$ cat src/rtl/rxq_pkg.sv
package rxq_pkg;

  // Size of one stored word, chosen by the word-size select input.
  typedef enum logic {
    WSZ_BYTE = 1'b0,
    WSZ_HALF = 1'b1
  } word_size_e;

endpackage

$ cat src/rtl/rxq_rst_sync.sv
// Reset conditioner: asserts asynchronously, releases on a clock edge.
module rxq_rst_sync (
  input  logic clk,
  input  logic rst_n,
  output logic rst_sync_n
);

  logic [1:0] stage_q;

  always_ff @(posedge clk or negedge rst_n) begin
    if (!rst_n) begin
      stage_q <= '0;
    end else begin
      stage_q <= {stage_q[0], 1'b1};
    end
  end

  assign rst_sync_n = stage_q[1];

endmodule

$ cat src/rtl/rxq_store.sv
// Circular word storage with independent write and read pointers.
module rxq_store #(
  parameter int unsigned DEPTH  = 32,
  parameter int unsigned WORD_W = 16
) (
  input  logic              clk,
  input  logic              rst_n,
  input  logic              wr_en,
  input  logic [WORD_W-1:0] wr_data,
  input  logic              rd_en,
  input  logic              flush,
  output logic [WORD_W-1:0] head_o
);

  localparam int unsigned PTR_W = (DEPTH > 1) ? $clog2(DEPTH) : 1;
  localparam logic [PTR_W-1:0] LAST = PTR_W'(DEPTH - 1);

  logic [WORD_W-1:0] mem_q [DEPTH];
  logic [PTR_W-1:0]  wr_ptr_q, wr_ptr_d;
  logic [PTR_W-1:0]  rd_ptr_q, rd_ptr_d;

  // Next-state for the pointers; wrap is explicit so DEPTH need not be 2^k.
  always_comb begin
    wr_ptr_d = wr_ptr_q;
    rd_ptr_d = rd_ptr_q;
    if (flush) begin
      wr_ptr_d = '0;
      rd_ptr_d = '0;
    end else begin
      if (wr_en) begin
        wr_ptr_d = (wr_ptr_q == LAST) ? '0 : wr_ptr_q + 1'b1;
      end
      if (rd_en) begin
        rd_ptr_d = (rd_ptr_q == LAST) ? '0 : rd_ptr_q + 1'b1;
      end
    end
  end

  always_ff @(posedge clk or negedge rst_n) begin
    if (!rst_n) begin
      wr_ptr_q <= '0;
      rd_ptr_q <= '0;
    end else begin
      wr_ptr_q <= wr_ptr_d;
      rd_ptr_q <= rd_ptr_d;
    end
  end

  // Data array carries no reset; an empty buffer is masked at the top.
  always_ff @(posedge clk) begin
    if (wr_en) begin
      mem_q[wr_ptr_q] <= wr_data;
    end
  end

  assign head_o = mem_q[rd_ptr_q];

  // after a flush both pointers meet at the same slot.
  p_ptr_flush_r5: assert property (@(posedge clk) disable iff (!rst_n)
    flush |=> (wr_ptr_q == rd_ptr_q));

endmodule

$ cat src/rtl/rxq_occupancy.sv
// Stored-word counter.
module rxq_occupancy #(
  parameter int unsigned DEPTH = 32,
  localparam int unsigned CNT_W = $clog2(DEPTH + 1)
) (
  input  logic             clk,
  input  logic             rst_n,
  input  logic             wr_en,
  input  logic             rd_en,
  input  logic             flush,
  output logic [CNT_W-1:0] count_o
);

  logic [CNT_W-1:0] count_q, count_d;

  always_comb begin
    count_d = count_q;
    if (flush) begin
      count_d = '0;
    end else begin
      unique case ({wr_en, rd_en})
        2'b10:   count_d = count_q + 1'b1;
        2'b01:   count_d = count_q - 1'b1;
        default: count_d = count_q;
      endcase
    end
  end

  always_ff @(posedge clk or negedge rst_n) begin
    if (!rst_n) begin
      count_q <= '0;
    end else begin
      count_q <= count_d;
    end
  end

  assign count_o = count_q;

  // occupancy never exceeds the storage depth.
  p_count_bound_r4: assert property (@(posedge clk) disable iff (!rst_n)
    count_q <= CNT_W'(DEPTH));

  // a flush leaves the buffer empty on the next cycle.
  p_flush_empty_r5: assert property (@(posedge clk) disable iff (!rst_n)
    flush |=> (count_q == '0));

endmodule

$ cat src/rtl/rxq_trigger.sv
// Threshold detector: pulse on entry into count >= 2^exp while enabled.
module rxq_trigger #(
  parameter int unsigned CNT_W = 6,
  parameter int unsigned EXP_W = 3
) (
  input  logic             clk,
  input  logic             rst_n,
  input  logic [CNT_W-1:0] count_i,
  input  logic             en_i,
  input  logic [EXP_W-1:0] exp_i,
  output logic             pulse_o
);

  localparam int unsigned THR_W = 1 << EXP_W;
  localparam int unsigned CMP_W = (THR_W > CNT_W) ? THR_W : CNT_W;

  logic [CMP_W-1:0] threshold;
  logic             at_thr;
  logic             at_thr_q;

  always_comb begin
    threshold = CMP_W'(1) << exp_i;
    at_thr    = en_i && (CMP_W'(count_i) >= threshold);
  end

  always_ff @(posedge clk or negedge rst_n) begin
    if (!rst_n) begin
      at_thr_q <= 1'b0;
    end else begin
      at_thr_q <= at_thr;
    end
  end

  assign pulse_o = at_thr & ~at_thr_q;

  // the event never lasts two cycles.
  p_single_pulse_r8: assert property (@(posedge clk) disable iff (!rst_n)
    pulse_o |=> !pulse_o);

  // a threshold of at least one word cannot be met by an empty buffer.
  p_nonempty_r7: assert property (@(posedge clk) disable iff (!rst_n)
    pulse_o |-> (count_i != '0));

endmodule

$ cat src/rtl/rx_trigger_fifo.sv
// Receive buffer with byte-level reporting, flush-on-zero and threshold event.
module rx_trigger_fifo
  import rxq_pkg::*;
#(
  parameter int unsigned BUF_BYTES = 32,
  parameter int unsigned WORD_W    = 16,
  parameter int unsigned RD_W      = 32,
  parameter int unsigned EXP_W     = 3,
  localparam int unsigned LVL_W    = $clog2(BUF_BYTES + 1)
) (
  input  logic              clk,
  input  logic              rst_n,
  input  logic              wide_i,
  input  logic              push_i,
  input  logic [WORD_W-1:0] push_data_i,
  input  logic              pop_i,
  output logic [RD_W-1:0]   pop_data_o,
  input  logic              lvl_wr_i,
  input  logic [LVL_W-1:0]  lvl_wr_data_i,
  output logic [LVL_W-1:0]  level_o,
  input  logic              trig_en_i,
  input  logic [EXP_W-1:0]  trig_exp_i,
  output logic              trig_pulse_o,
  output logic              ovf_pulse_o
);

  localparam int unsigned DEPTH  = BUF_BYTES;
  localparam int unsigned CNT_W  = $clog2(DEPTH + 1);
  localparam int unsigned HALF_W = WORD_W / 2;

  logic              rst_int_n;
  word_size_e        wsz;
  logic [CNT_W-1:0]  count;
  logic [CNT_W-1:0]  cap_words;
  logic              full, empty, flush;
  logic              wr_en, rd_en;
  logic [WORD_W-1:0] wr_word, head, head_sized;
  logic              ovf_d, ovf_q;

  rxq_rst_sync u_rst (
    .clk        (clk),
    .rst_n      (rst_n),
    .rst_sync_n (rst_int_n)
  );

  assign wsz = word_size_e'(wide_i);

  // Occupancy limit and accept/reject decisions, all from registered count.
  always_comb begin
    cap_words = (wsz == WSZ_HALF) ? CNT_W'(DEPTH / 2) : CNT_W'(DEPTH);
    full      = (count >= cap_words);
    empty     = (count == '0);
    flush     = lvl_wr_i && (lvl_wr_data_i == '0);
    wr_en     = push_i && !full && !flush;
    rd_en     = pop_i && !empty && !flush;
    ovf_d     = push_i && full && !flush;
  end

  // Narrow words keep only their low byte.
  always_comb begin
    if (wsz == WSZ_HALF) begin
      wr_word    = push_data_i;
      head_sized = head;
    end else begin
      wr_word    = {{(WORD_W - HALF_W){1'b0}}, push_data_i[HALF_W-1:0]};
      head_sized = {{(WORD_W - HALF_W){1'b0}}, head[HALF_W-1:0]};
    end
  end

  rxq_store #(
    .DEPTH  (DEPTH),
    .WORD_W (WORD_W)
  ) u_store (
    .clk     (clk),
    .rst_n   (rst_int_n),
    .wr_en   (wr_en),
    .wr_data (wr_word),
    .rd_en   (rd_en),
    .flush   (flush),
    .head_o  (head)
  );

  rxq_occupancy #(
    .DEPTH (DEPTH)
  ) u_occ (
    .clk     (clk),
    .rst_n   (rst_int_n),
    .wr_en   (wr_en),
    .rd_en   (rd_en),
    .flush   (flush),
    .count_o (count)
  );

  rxq_trigger #(
    .CNT_W (CNT_W),
    .EXP_W (EXP_W)
  ) u_trig (
    .clk     (clk),
    .rst_n   (rst_int_n),
    .count_i (count),
    .en_i    (trig_en_i),
    .exp_i   (trig_exp_i),
    .pulse_o (trig_pulse_o)
  );

  always_ff @(posedge clk or negedge rst_int_n) begin
    if (!rst_int_n) begin
      ovf_q <= 1'b0;
    end else begin
      ovf_q <= ovf_d;
    end
  end

  assign ovf_pulse_o = ovf_q;
  assign pop_data_o  = empty ? '0 : RD_W'(head_sized);
  assign level_o     = (wsz == WSZ_HALF) ? (LVL_W'(count) << 1) : LVL_W'(count);

  // an overflow event follows a push offered while full.
  p_no_overflow_r4: assert property (@(posedge clk) disable iff (!rst_int_n)
    ovf_pulse_o |-> $past(push_i && full));

  // the reported byte level stays within the storage size.
  p_level_cap_r3: assert property (@(posedge clk) disable iff (!rst_int_n)
    level_o <= LVL_W'(BUF_BYTES));

  // a read of an empty buffer with no push leaves it empty.
  p_empty_read_r6: assert property (@(posedge clk) disable iff (!rst_int_n)
    (pop_i && empty && !push_i) |=> (level_o == '0));

endmodule

$ cat config.mk
export PLATFORM = sky130hd
export DESIGN_NAME = rx_trigger_fifo
export DESIGN_NICKNAME = d
export VERILOG_FILES = /design/src/rtl/rxq_pkg.sv /design/src/rtl/rxq_rst_sync.sv /design/src/rtl/rxq_store.sv /design/src/rtl/rxq_occupancy.sv /design/src/rtl/rxq_trigger.sv /design/src/rtl/rx_trigger_fifo.sv
export SDC_FILE = /design/constraint.sdc
export NUM_CORES = 1
export LEC_CHECK = 0
export BUFFER_PORTS_ARGS = -buffer_cell sky130_fd_sc_hd__buf_2
export CAP_MARGIN = 25
export CORE_MARGIN = 10
export CORE_UTILIZATION = 56
export CTS_BUF_LIST = sky130_fd_sc_hd__clkbuf_16
export DETAILED_ROUTE_END_ITERATION = 10
export GPL_TIMING_DRIVEN = 0
export HOLD_SLACK_MARGIN = 0.02
export MAX_ROUTING_LAYER = met4
export PLACE_DENSITY_LB_ADDON = 0.1
export SLEW_MARGIN = 20
export SYNTH_ARGS = -nofsm -noshare
export SYNTH_HDL_FRONTEND = slang
export SYNTH_SLANG_ARGS = --single-unit
$ cat constraint.sdc
create_clock -name clk -period 2.7 [get_ports clk]
set_clock_uncertainty 0.05 [all_clocks]
set_input_delay 0.54 -clock clk [delete_from_list [all_inputs] [get_ports clk]]
set_output_delay 0.54 -clock clk [all_outputs]
set_load 0.02 [all_outputs]
**Word level (Yosys, flattened, before mapping)**

Memory sizes are Yosys's and may differ from the RTL's.
Cells that the tools add are included.

- Bits in registers: 20
- Bits in writable memories: 512
- Input port bits: 32
- Output and inout port bits: 40
- Logic and storage cells: 51
- Memories: 1

Memories:

| memory | words | width | read ports | clocked after Yosys merged registers in | wr ports | RTL line | RTL |
|---|---|---|---|---|---|---|---|
| u_store.mem_q | 32 | 16 | 1 | 0 | 1 | rxq_store.sv:18 | `logic [WORD_W-1:0] mem_q [DEPTH];` |

- Add/sub/neg operators: 4
- Magnitude comparators: 2
- Equality and inequality tests: 4
- Shift-type cells: 1
- Mux-type cells: 15
- Bitwise gates (word level): 2
- Reductions and logical operators: 16

Operators by type and width:

| kind | count |
|---|---|
| 16-bit 2-to-1 mux | 3 |
| 5-bit 2-to-1 mux | 6 |
| 6-bit 2-to-1 mux | 3 |
| 6-bit logical NOT | 2 |
| 6-bit case mux with 2 select lines | 1 |
| 5-bit by 1-bit adder with 5-bit output, second input constant | 2 |
| 5-bit equality test, second input constant | 2 |
| 6-bit by 8-bit >= comparator with 1-bit output | 1 |
| 1-bit logical AND | 8 |
| 1-bit by 3-bit << shifter with 8-bit output, first input constant | 1 |
| 6-bit by 1-bit adder with 6-bit output, second input constant | 1 |
| 6-bit >= comparator | 1 |
| 6-bit by 1-bit subtractor with 6-bit output, second input constant | 1 |
| 2-bit nonzero test | 2 |
| 1-bit logical NOT | 3 |
| 3-bit nonzero test | 1 |
| 2-bit by 1-bit equality test with 1-bit output, second input constant | 1 |
| 2-bit equality test, second input constant | 1 |
| 1-bit 2-to-1 mux | 2 |
| 1-bit bitwise AND | 1 |
| 1-bit NOT | 1 |

**Depth between registers and ports, before layout**

Gate-level depths: netlist of run 1.

- Depth in word-level cells: 8
- Mapped depth: 13

**Modules after synthesis**

From an unflattened synthesis of run 1, not the netlist that was laid out.

- Cells, all modules: 1,339
- Area, all modules: 22,039.9 um^2

By module, submodules not included:

| module | instances | cells an instance | area each (um^2) | seq. area each (um^2) |
|---|---|---|---|---|
| rxq_store | 1 | 1,184 | 20,751.2 | 15,625.0 |
| rxq_occupancy | 1 | 61 | 521.8 | 150.1 |
| rx_trigger_fifo | 1 | 67 | 495.5 | 25.0 |
| rxq_trigger | 1 | 24 | 217.7 | 25.0 |
| rxq_rst_sync | 1 | 3 | 53.8 | 50.0 |

**Worst setup path before layout of run 1**

No wires, ideal clock.

- Path kind: register to register
- From: register u_occ.count_q[0] (netlist: u_occ.count_o[0])
- To: register u_occ.count_q[4] (netlist: u_occ.count_o[4])
- Data arrival time: 2.789 ns
- Required time: 2.526 ns
- Path slack: -0.263 ns
- Stages on the path, launching flop included: 14
- Period minus slack after synthesis: 2.963 ns
- Cells stage by stage: dfrtp_1 -> buf_6 -> or4_4 -> buf_6 -> o31a_2 -> nand2_4 -> nor2_1 -> xor2_1 -> ha_1 -> or3_1 -> a41oi_2 -> nor2_2 -> xnor2_1 -> a21oi_1

- Cells in the longest elaborated chain, start to end: 7
- Elaborated cells on any way between the ends: 15
- Those cells by class: 2 x add/sub; 1 x order compare; 2 x eq/ne; 2 x mux; 8 x reduce/logical

RTL lines:

| item | RTL line | RTL |
|---|---|---|
| start: declaration | rxq_occupancy.sv:14 | `logic [CNT_W-1:0] count_q, count_d;` |
| start signal: assignment | rxq_occupancy.sv:33 | `count_q <= count_d;` |
| 6-bit >= comparator or 6-bit logical NOT (tied branches) | rx_trigger_fifo.sv:51, rx_trigger_fifo.sv:52 |  |
| 1-bit logical NOT, on equally long branches | rx_trigger_fifo.sv:54, rx_trigger_fifo.sv:55 |  |
| 1-bit logical AND, on equally long branches (2 in a row) | rx_trigger_fifo.sv:54, rx_trigger_fifo.sv:55 |  |
| 2-bit by 1-bit equality test with 1-bit output or 2-bit equality test (tied branches) | rxq_occupancy.sv:21 | `unique case ({wr_en, rd_en})` |
| 6-bit case mux with 2 select lines | rxq_occupancy.sv:21 |  |
| 6-bit 2-to-1 mux | rxq_occupancy.sv:18 | `if (flush) begin` |

Several ways; a longest one is shown, not always the timed one.
A chain may end at the register's enable or synchronous reset.

**Worst setup path after layout of run 1**

- From: register u_store.rd_ptr_q[2]
- To: output port pop_data_o[11]

- Cells in the longest elaborated chain, start to end: 3

RTL lines:

| item | RTL line | RTL |
|---|---|---|
| start: declaration | rxq_store.sv:20 | `logic [PTR_W-1:0] rd_ptr_q, rd_ptr_d;` |
| start signal: assignment | rxq_store.sv:45 | `rd_ptr_q <= rd_ptr_d;` |
| memory read 32 x 16 bit | n/a |  |
| 16-bit 2-to-1 mux | rx_trigger_fifo.sv:61 | `if (wsz == WSZ_HALF) begin` |
| 16-bit 2-to-1 mux | rx_trigger_fifo.sv:115 | `assign pop_data_o = empty ? '0 : RD_W'(head_sized);` |
| end: declaration | rx_trigger_fifo.sv:17 | `output logic [RD_W-1:0] pop_data_o,` |

No other way between the ends.

==> summary.md, run 1 <==
| Metric | Value |
|---|---|
| R2R cell count | 13 |
| Post-synth EDFFs | 512 |
| Via count | 11,059 |
| FF-to-FF setup slack | -0.40 ns |
| Cells after Synth | 1,050 |
| Mapped Area | 0.02144 mm2 |
| Max cap viols | 0 |
| H-tree Lvls | 2 |
| Placed Cells | 1,645 |
| Worst vdd ir | 0.5617 mV |
| Cell Rows | 71 |
| Clock Root Buffer | clkbuf_16 |
| Synth Flop Type | edfxtp_1 |
| Syn Area/Cell | 20.42 um2 |
| First-pass GRT wire length | 74,500 um |
| Worst R2R End | u_occ.count_o[4] |
| Initial DRC count | 1,179 |
| Worst-path clk slew | 0.06 ns |
| Initial antenna violation count | 3 |
| Layout cells sized above 1 | 39.34% |
| Most frequent cell after synthesis | edfxtp_1 |
| Fin. max-slew vios | 0 |
| Die W | 215.7 um |
| Slew margin rel. | 37.30% |
| Fin cells | 1,787 |
| CP endpoint | pop_data_o[11] |
| Setup crit start kind | flip-flop |
| F_max | 277.7 MHz |
| Final hold violations | 0 |
| Largest net degree at the start of global routing | 33 |
| Pleak | 8.526 nW |
| Tmin final | 3.601 ns |
| Drt drc | 0 |
| Final Util | 68.41% |
| IO Count | 72 |
| Unrepaired setup endpoints after global routing | yes |
| CP Capture Type | output port |
| Worst hold start | trig_en_i |
| Grt total ovfl | 0 |
| ANT nets after route | 0 |
| Yosys reg bits | 532 |
| DR WL/cell | 28.36 um |
| Half-perimeter wire length after placement | 31,730 um |
| Area growth, synth to finish | 20.48% |
| Clock latency on the worst-skew pair | 0.59 ns |
| Violated checks | setup timing |
| CTS tree | done |
| Pwr Density | 971.0 mW/mm2 |
| Post-synth ARST share | 3.759% |
| Setup violators final | 525 |
| Post-synth top cells | edfxtp_1 (512), mux4_2 (144), nor2_1 (67), clkbuf_1 (35), a211oi_1 (33) |
| Core Footprint | 0.03776 mm2 |
| Final Wtd Congestion | 0.8642 |
| Nets | 1,285 |
| Clk buf depth | 3 |
| Outcome | complete, but fails checks |
| Crit path from | u_store.rd_ptr_q[2] |
| Critical Path AT | 3.01 ns |
| Required @ worst endpoint | 2.11 ns |
| Sink Count | 532 |
| Critical path class | reg2out |
| Vias in the first global route | 10,789 |
| Post-synthesis sequential area ratio | 74.05% |
| Top cell type's share of synthesized area | 71.71% |
| Initial Util | 56.79% |
| Yosys cell types | 55 |
| Setup TNS | -51.55 ns |
| HP Class | in2reg |
| Worst slew pin tran | 0.9404 ns |
| Main area contributors after synthesis | edfxtp_1 (72%), mux4_2 (15%), dfrtp_1 (2.3%) |
| CP Max Fanout | 10 |
| Setup WS post-layout | -0.9008 ns |
| Gr usage total | 22.54% |
| Vias per std cell | 6.189 |
| Antenna diodes | 0 |
| Period Utilization, post-route | 133.4% |
| FF-to-FF Start | u_occ.count_o[0] |
| Die area | 0.04651 mm2 |
| Drt first pass iters | 5 |
| Area after DPL | 0.02274 mm2 |
| Routed WL | 50,670 um |
| Synth area leader | edfxtp_1 |
| Ys Warns | 0 |
| Port Buffer Count | 55 |
| Cell area after layout | 0.02583 mm2 |
| Cts bufs inserted | 53 |
| Die Y | 215.7 um |
metrics by stage:
stage | setup WS [ns] | hold WS, ns | total power, mW
3_3_place_gp | -1.444 | 0.2760 | 16.90
6_report | -0.9008 | 0.2022 | 25.08
4_1_cts | -0.9224 | 0.1795 | 24.96
2_1_floorplan | -0.1173 | 0.1766 | 14.50
5_1_grt | -0.9784 | 0.2080 | 26.05
3_5_place_dp | -1.178 | 0.2783 | 16.97
repair_timing:
item,CTS,global route
pin swaps,42,15
hold buffers,1,0
hold endpoints to repair,2,0
gates resized for setup,177,25
gates cloned,3,3
buffers inserted,40,4
setup endpoints to repair,536,537
worst min-delay path by stage:
stage	end	slack [ns]	cells past startpoint
floorplan	ovf_pulse_o	0.18	0
global placement	u_rst.stage_q[1]	0.28	1
detailed placement	u_rst.stage_q[1]	0.28	1
CTS	u_rst.stage_q[0]	0.18	2
global route	u_rst.stage_q[0]	0.21	2
finish	u_trig.at_thr_q	0.20	3
cells in the final DEF, fill, tap and decap left out, types with 8 or more instances in the layout:
cell type,instances
clkbuf_2,8
ha_1,15
nor2b_1,16
dfrtp_1,18
nand2_1,16
clkbuf_4,8
buf_4,42
nor2_4,33
clkinv_1,13
clkbuf_1,14
edfxtp_1,512
a21oi_1,17
mux4_2,144
mux2i_1,12
inv_1,22
buf_12,30
buf_2,48
nor2_1,31
conb_1,17
a211oi_2,8
a211oi_4,13
a211oi_1,13
buf_6,26
a21oi_2,13
clkbuf_16,58
routing by layer:
metal | track usage (%) | part of all wire [%] | vias to the layer above
li1 | - | - | 4671
met1 | 32.32 | 42 | 5776
met2 | 32.37 | 46 | 550
met3 | 5.622 | 11 | 62
met4 | 5.140 | 1.8 | 0
met5 | - | 0 | -
critical path, stage by stage, from the launching register on:
cell      delay (ns)
dfrtp_1         0.44
buf_2           0.31
clkbuf_4        0.33
clkbuf_2        0.38
a211oi_2        0.19
a211oi_1        0.41
a21oi_2         0.08
nor2_1          0.11
buf_2           0.17
kinds of logic (layout without fill, tap and decap cells):
kind of cell	Yosys count	in the layout	share of synthesized area, %
DFF	532	532	74.05
muxes	167	167	16.23
and+or+nand+nor	156	156	3.683
AOI/OAI and AO/OA	88	88	2.825
buffers and inverters	84	295	2.025
adders and majority gates	17	17	0.9921
xor gates and xnor gates	4	4	0.1634
other	2	17	0.03503
report_power, final:
part	internal (mW)	leakage [nW]	total [mW]	switching, mW
Combinational	3.78	2.81	8.76	4.97
Clock	3.74	0.835	6.68	2.94
Sequential	9.41	4.89	9.64	0.234
Total	16.9	8.53	25.1	8.15
registers in the layout, indices dropped and copies added, names as in the netlist:
signal and count:
ovf_pulse_o 1, u_occ.count_o 6, u_rst.stage_q 2, u_store.mem_q 512, u_store.rd_ptr_q 5, u_store.wr_ptr_q 5, u_trig.at_thr_q 1
layout make-up:
type                            count  area [um2]
Buffer                             76       670.6
Clock buffer                       55        1376
Clock inverter                     40       193.9
Fill cell                        2337       11930
Inverter                            6       27.53
Multi-Input combinational cell    449        5806
Sequential cell                   532       15880
Tap cell                          511       639.4
Timing Repair Buffer              118        1239
No activity file was read; power rests on OpenSTA's default activity.
==> inputs of run 2 (changes only) <==
Settings changed: CORE_UTILIZATION 56 to 41, HOLD_SLACK_MARGIN 0.02 to 0.03.
==> run 2 against run 1 <==
  * Global-route usage shrank 4.3 points
  * Hold slack gained 0.0027 ns
  * Design area grew 3.9%
  * Sequential share of layout area shrank 2.3 points
  * Final cell count grew 11%
  * Wire length grew 9.6%
  * Register-to-register slack gained 0.17 ns
  * First-iteration DRC count shrank 11%
  * Non-clock buffer count grew 22
  * Utilization shrank 16 points
  * Highest routed layer unchanged
  * The run still ends with setup timing left
  * Via count shrank 0.86%
  * Count of clock-buffer cells in the layout grew 1
  * Largest power group is now combinational logic
  * Critical endpoint is now pop_data_o[3]
==> summary.md, run 2 (synthesis results as in run 1) <==
| Metric | Value |
|---|---|
| Outcome | complete, but fails checks (unchanged) |
| Violated checks | setup timing (unchanged) |
| Top sig layer | met4 (unchanged) |
| CP Max Fanout | 8 (was 10) |
| Cts bufs inserted | 55 (was 53) |
| Cell area after layout | 0.02684 mm2 (was 0.02583 mm2) |
| Die area | 0.06184 mm2 (was 0.04651 mm2) |
| Pwr Density | 1001 mW/mm2 (was 971.0 mW/mm2) |
| HP Class | in2async (was in2reg) |
| IO Count | 72 (unchanged) |
| Worst slew pin tran | 0.8720 ns (was 0.9404 ns) |
| Most flop-heavy register | u_store.mem_q (unchanged) |
| Nets | 1,309 (was 1,285) |
| ANT nets after route | 0 (unchanged) |
| Largest net degree at the start of global routing | 33 (unchanged) |
| Drt drc | 0 (unchanged) |
| Initial Util | 41.62% (was 56.79%) |
| P_sw | 8.859 mW (was 8.149 mW) |
| Max reg flops | 512 (unchanged) |
| R2R cell count | 12 (was 13) |
| Most common cell after layout, fill and taps aside | edfxtp_1 (unchanged) |
| Most frequent cells in the layout | edfxtp_1 (512), mux4_2 (144), buf_4 (61), clkbuf_16 (61), buf_2 (42) (was edfxtp_1 (512), mux4_2 (144), clkbuf_16 (58), buf_2 (48), buf_4 (42)) |
| Tmin final | 3.641 ns (was 3.601 ns) |
| Initial DRC count | 1,045 (was 1,179) |
| Met3 routed WL | 2843 um (was 5334 um) |
| Die Y | 248.7 um (was 215.7 um) |
| Grt total ovfl | 0 (unchanged) |
| Routed WL | 55,520 um (was 50,670 um) |
| Placed Cells | 1,820 (was 1,645) |
| Setup crit start kind | flip-flop (unchanged) |
| Clock latency on the worst-skew pair | 0.60 ns (was 0.59 ns) |
| Clk buf depth | 3 (unchanged) |
| Area after DPL | 0.02305 mm2 (was 0.02274 mm2) |
| First-pass GRT wire length | 80,960 um (was 74,500 um) |
| Unrepaired setup endpoints after global routing | yes (unchanged) |
| Clock Root Buffer | clkbuf_16 (unchanged) |
| Setup WS post-layout | -0.9408 ns (was -0.9008 ns) |
| Fin cells | 1,984 (was 1,787) |
| Required @ worst endpoint | 2.11 ns (about the same) |
| Port Buffer Count | 55 (unchanged) |
| WL met1 | 25,080 um (was 21,290 um) |
| Final Total Pwr | 26.87 mW (was 25.08 mW) |
| Switch share | 32.97% (was 32.49%) |
| Half-perimeter wire length after placement | 36,700 um (was 31,730 um) |
| Combinational Power Share | 37.0% (was 34.9%) |
| Int Power | 18.01 mW (was 16.93 mW) |
| Worst-path clk slew | 0.06 ns (about the same) |
| Critical Path AT | 3.05 ns (was 3.01 ns) |
| Slew margin rel. | 41.87% (was 37.30%) |
| Layout cells sized above 1 | 43.98% (was 39.34%) |
| Area growth, synth to finish | 25.21% (was 20.48%) |
| Pleak | 8.757 nW (was 8.526 nW) |
| Final hold violations | 0 (unchanged) |
| Worst vdd ir | 0.4282 mV (was 0.5617 mV) |
| Core Footprint | 0.05151 mm2 (was 0.03776 mm2) |
| Fillers | 4,174 (was 2,337) |
| Sink Count | 532 (unchanged) |
| Period Utilization, post-route | 134.8% (was 133.4%) |
| DR WL/cell | 27.98 um (was 28.36 um) |
| Clk pwr share | 27.2% (was 26.6%) |
| Seq pwr share | 35.8% (was 38.5%) |
| Final Wtd Congestion | 0.7950 (was 0.8642) |
| Initial antenna violation count | 1 (was 3) |
| Post-Place Worst Slack | -1.380 ns (was -1.178 ns) |
| Max cap viols | 0 (unchanged) |
| Gr usage total | 18.23% (was 22.54%) |
| H-tree Lvls | 2 (unchanged) |
| Vias in the first global route | 11,369 (was 10,789) |
| Cell Rows | 83 (was 71) |
| Metal2 WL | 26,180 um (was 23,150 um) |
| Vias per std cell | 5.526 (was 6.189) |
| CTS tree | done (unchanged) |
| Setup violators final | 19 (was 525) |
| Drt first pass iters | 5 (unchanged) |
| Die W | 248.7 um (was 215.7 um) |
| Fin. max-slew vios | 0 (unchanged) |
| Critical path class | reg2out (unchanged) |
| CP Capture Type | output port (unchanged) |
| F_max | 274.7 MHz (was 277.7 MHz) |
| Via count | 10,964 (was 11,059) |
[run 2: cell type report]
type	count	area [um2]	area share, %
Timing Repair Buffer	140	1495	5.570
Tap cell	680	850.8	3.169
Clock inverter	44	332.8	1.240
Multi-Input combinational cell	449	6138	22.87
Clock buffer	56	1401	5.220
Antenna cell	1	2.502	0.009322
Buffer	76	718.2	2.675
Sequential cell	532	15880	59.15
Inverter	6	27.53	0.1025
[run 2: repair_timing]
| item | in CTS | in global routing |
|---|---|---|
| hold endpoints to repair | 2 | 0 |
| pin swaps | 52 | 26 |
| endpoints found under the setup margin | 538 | 305 |
| buffers inserted | 55 | 6 |
| gates cloned | 4 | 3 |
| hold buffers | 1 | 0 |
| resized for setup | 224 | 78 |
[run 2: through the flow]
stage / setup TNS, ns / hold slack, ns / utilization (%)
after global placement: -558.16 / 0.2758 / 44.10
after CTS: -15.64 / 0.1595 / 51.38
after detailed placement: -358.78 / 0.2776 / 44.75
after global routing: -16.35 / 0.2133 / 52.11
final: -14.67 / 0.2049 / 52.12
after floorplan: -16.36 / 0.1766 / -
[run 2: worst paths after layout]
kind / startpoint / slack [ns] / endpoint
min reg2reg: u_rst.stage_q[1] / 0.30 / ovf_pulse_o
min: rst_n / 0.20 / u_rst.stage_q[1]
min in group clk: trig_en_i / 0.23 / u_trig.at_thr_q
max reg2reg: u_occ.count_o[0] / -0.23 / u_occ.count_o[4]
max: u_store.rd_ptr_q[0] / -0.94 / pop_data_o[3]
max in group asynchronous: u_rst.stage_q[1] / 1.70 / u_occ.count_o[5]
[run 2: power groups by stage]
stage	combinational, mW	sequential (mW)	clock (mW)
floorplan	4.78	9.71	0
global placement	7.36	9.78	0
detailed placement	7.46	9.78	0
CTS	9.28	9.60	7.49
global route	10.5	9.64	7.80
finish	9.94	9.61	7.32
[run 2: metal layers]
| layer | GRT usage [%] | vias to the layer above |
|---|---|---|
| met2 | 27.22 | 265 |
| li1 | - | 4714 |
| met3 | 3.356 | 81 |
| met1 | 25.08 | 5904 |
| met4 | 5.592 | 0 |
| met5 | - | - |
[run 2: worst max-delay path, cell delays in order (launching register included)]
cell	delay [ns]
dfrtp_1	0.39
clkbuf_16	0.20
buf_12	0.11
buf_16	0.11
buf_12	0.10
mux4_2	0.51
nor2b_4	0.16
a211oi_4	0.29
a211oi_2	0.14
a21oi_2	0.20
nor2_1	0.06
buf_4	0.15
==> inputs of run 3 (changes only) <==
Settings changed: BUFFER_PORTS_ARGS -buffer_cell sky130_fd_sc_hd__buf_2 to unset, DONT_BUFFER_PORTS set to 1, RECOVER_POWER set to 100.
==> run 3 against run 2 <==
  * The run ends with capacitance limit, slew limit, setup timing left
  * Non-clock buffer count decreased by 59
  * Hold slack got worse by 0.19 ns
  * Total power decreased by 2.1%
  * First-iteration DRC count decreased by 9.4%
  * Via count decreased by 2.4%
  * Combinational power decreased by 4.4%
  * Setup slack improved by 0.20 ns
  * Clock power decreased by 2%
  * Sequential share of layout area increased by 1.8 points
  * Critical endpoint is now pop_data_o[7]
  * Utilization decreased by 1.5 points
  * Sequential cell count unchanged
  * Largest power group is now sequential cells
==> summary.md, run 3 (synthesis results as in run 1) <==
| Metric | Value |
|---|---|
| Die Y | 248.7 um (unchanged) |
| Buf/Inv on CP | 3 (was 5) |
| Vias per std cell | 5.548 (was 5.526) |
| Largest net degree at the start of global routing | 33 (unchanged) |
| Cts bufs inserted | 56 (was 55) |
| Area of the multi-input gates | 0.006043 mm2 (was 0.006138 mm2) |
| Critical path class | reg2out (unchanged) |
| Grt total ovfl | 0 (unchanged) |
| Final Util | 50.58% (was 52.12%) |
| Register area | 0.01588 mm2 (about the same) |
| Critical Path AT | 2.85 ns (was 3.05 ns) |
| CTS tree | done (unchanged) |
| HP Class | in2reg (was in2async) |
| Routed WL | 55,030 um (was 55,520 um) |
| Setup WS post-layout | -0.7422 ns (was -0.9408 ns) |
| Drt drc | 0 (unchanged) |
| Initial DRC count | 947 (was 1,045) |
| Most flop-heavy register | u_store.mem_q (unchanged) |
| CP endpoint | pop_data_o[7] (was pop_data_o[3]) |
| Port Buffer Count | 0 (was 55) |
| Pleak | 8.408 nW (was 8.757 nW) |
| Clock latency on the worst-skew pair | 0.62 ns (was 0.60 ns) |
| Required @ worst endpoint | 2.11 ns (about the same) |
| Cell Rows | 83 (unchanged) |
| IO Count | 72 (unchanged) |
| Die area | 0.06184 mm2 (unchanged) |
| Fillers | 4,200 (was 4,174) |
| Initial Util | 41.62% (unchanged) |
| Half-perimeter wire length after placement | 34,760 um (was 36,700 um) |
| Worst vdd ir | 0.5263 mV (was 0.4282 mV) |
| Violated checks | capacitance limit, slew limit, setup timing (was setup timing) |
| Initial antenna violation count | 3 (was 1) |
| Fin cells | 1,928 (was 1,984) |
| Core Footprint | 0.05151 mm2 (unchanged) |
| CP most frequent cell | buf_12 (unchanged) |
| Worst-path clk slew | 0.06 ns (about the same) |
| DR WL/cell | 28.54 um (was 27.98 um) |
| Clk buf depth | 3 (unchanged) |
| Setup TNS | -13.81 ns (was -14.67 ns) |
| Clock Root Buffer | clkbuf_16 (unchanged) |
| Worst R2R End | u_occ.count_o[4] (unchanged) |
| Vias in the first global route | 11,021 (was 11,369) |
| R2R cell count | 12 (unchanged) |
| Pwr Density | 1010 mW/mm2 (was 1001 mW/mm2) |
| Worst path cell trace | buf_12 > buf_12 > buf_12 > mux4_2 > mux4_2 > a21oi_4 > nor2_4 (was clkbuf_16 > buf_12 > buf_16 > buf_12 > mux4_2 > nor2b_4 > a211oi_4 > a211oi_2 > a21oi_2 > nor2_1 > buf_4) |
| Worst slew pin tran | 1.821 ns (was 0.8720 ns) |
| ANT nets after route | 0 (unchanged) |
| Placed Cells | 1,756 (was 1,820) |
| Critical Path Max Stage Delay | 0.57 ns (was 0.51 ns) |
| Final Wtd Congestion | 0.7818 (was 0.7950) |
| Die W | 248.7 um (unchanged) |
| CP Capture Type | output port (unchanged) |
| First-pass GRT wire length | 80,060 um (was 80,960 um) |
| Most common cell after layout, fill and taps aside | edfxtp_1 (unchanged) |
| Via count | 10,697 (was 10,964) |
| CP max-delay cell | mux4_2 (unchanged) |
| FF-to-FF Start | u_occ.count_o[5] (was u_occ.count_o[0]) |
| Crit path from | u_store.rd_ptr_q[0] (unchanged) |
| F_max | 290.5 MHz (was 274.7 MHz) |
| Gr usage total | 18.10% (was 18.23%) |
| Outcome | complete, but fails checks (unchanged) |
| Setup violators final | 53 (was 19) |
| Final hold violations | 0 (unchanged) |
| Max cap viols | 9 (was 0) |
| Slew margin rel. | -21.41% (was 41.87%) |
| Tmin final | 3.442 ns (was 3.641 ns) |
| Nets | 1,251 (was 1,309) |
| Area growth, synth to finish | 21.51% (was 25.21%) |
| Most frequent cells in the layout | edfxtp_1 (512), mux4_2 (144), clkbuf_16 (62), buf_4 (47), buf_6 (29) (was edfxtp_1 (512), mux4_2 (144), buf_4 (61), clkbuf_16 (61), buf_2 (42)) |
| Layout cells sized above 1 | 38.57% (was 43.98%) |
| Sink Count | 532 (unchanged) |
| CP Depth | 7 (was 11) |
| H-tree Lvls | 2 (unchanged) |
| Fin. max-slew vios | 296 (was 0) |
| Period Utilization, post-route | 127.5% (was 134.8%) |
| Unrepaired setup endpoints after global routing | yes (unchanged) |
| Drt first pass iters | 5 (unchanged) |
| Cell family with most CP delay | multiplexers (was buffers and inverters) |
| FF-to-FF setup slack | -0.29 ns (was -0.23 ns) |
| Setup crit start kind | flip-flop (unchanged) |
| Max reg flops | 512 (unchanged) |
| CP Max Fanout | 6 (was 8) |
-- run 3: power by group --
group / total [mW] / internal, mW / switching, mW
combinational: 9.50 / 4.12 / 5.38
sequential: 9.64 / 9.42 / 0.225
clock: 7.16 / 4.04 / 3.12
total: 26.3 / 17.6 / 8.73
-- run 3: layout make-up --
type                    instances  area share, %
inverters                       6        0.09606
clock inverters                45         0.9798
diodes                          1       0.009606
multi-input cells             449          23.20
plain buffers                  75          2.699
flip-flops and latches        532          60.94
clock buffers                  58          5.571
well taps                     680          3.266
repair buffers                 82          3.237
-- run 3: how the worst min path moves through the flow --
| stage | end | depth (start not counted) | startpoint | slack, ns |
|---|---|---|---|---|
| 3_5_place_dp | u_rst.stage_q[1] | 0 | rst_n | 0.19 |
| 5_1_grt | ovf_pulse_o | 2 | push_i | 0.02 |
| 4_1_cts | ovf_pulse_o | 2 | push_i | 0.05 |
| 2_1_floorplan | ovf_pulse_o | 0 | u_rst.stage_q[1] | 0.18 |
| 6_report | ovf_pulse_o | 2 | push_i | 0.01 |
| 3_3_place_gp | u_rst.stage_q[0] | 0 | rst_n | 0.19 |
-- run 3: layer usage --
metal | vias to the layer above | GRT usage (%) | part of all wire [%]
li1 | 4596 | - | -
met1 | 5751 | 23.59 | 43
met2 | 282 | 28.79 | 50
met3 | 68 | 3.439 | 5.4
met4 | 0 | 4.759 | 1.9
met5 | - | - | 0
-- run 3: per-stage QoR --
stage | cell area [um2] | hold slack, ns | setup WS, ns | power (mW)
after global routing | 26050 | 0.02270 | -0.7982 | 27.39
after global placement | 22440 | 0.1946 | -1.583 | 16.79
final | 26050 | 0.01350 | -0.7422 | 26.31
after detailed placement | 22690 | 0.1946 | -1.515 | 16.87
after CTS | 26350 | 0.05393 | -0.7512 | 26.25
after floorplan | 21590 | 0.1766 | -0.1173 | 14.50
-- run 3: what timing repair did --
item	4_1_cts	5_1_grt
buffers inserted	43	14
pin swaps	55	33
resized for setup	246	41
endpoints found under the setup margin	538	121
hold buffers	9	0
gates cloned	4	1
endpoints found under the hold margin	258	0
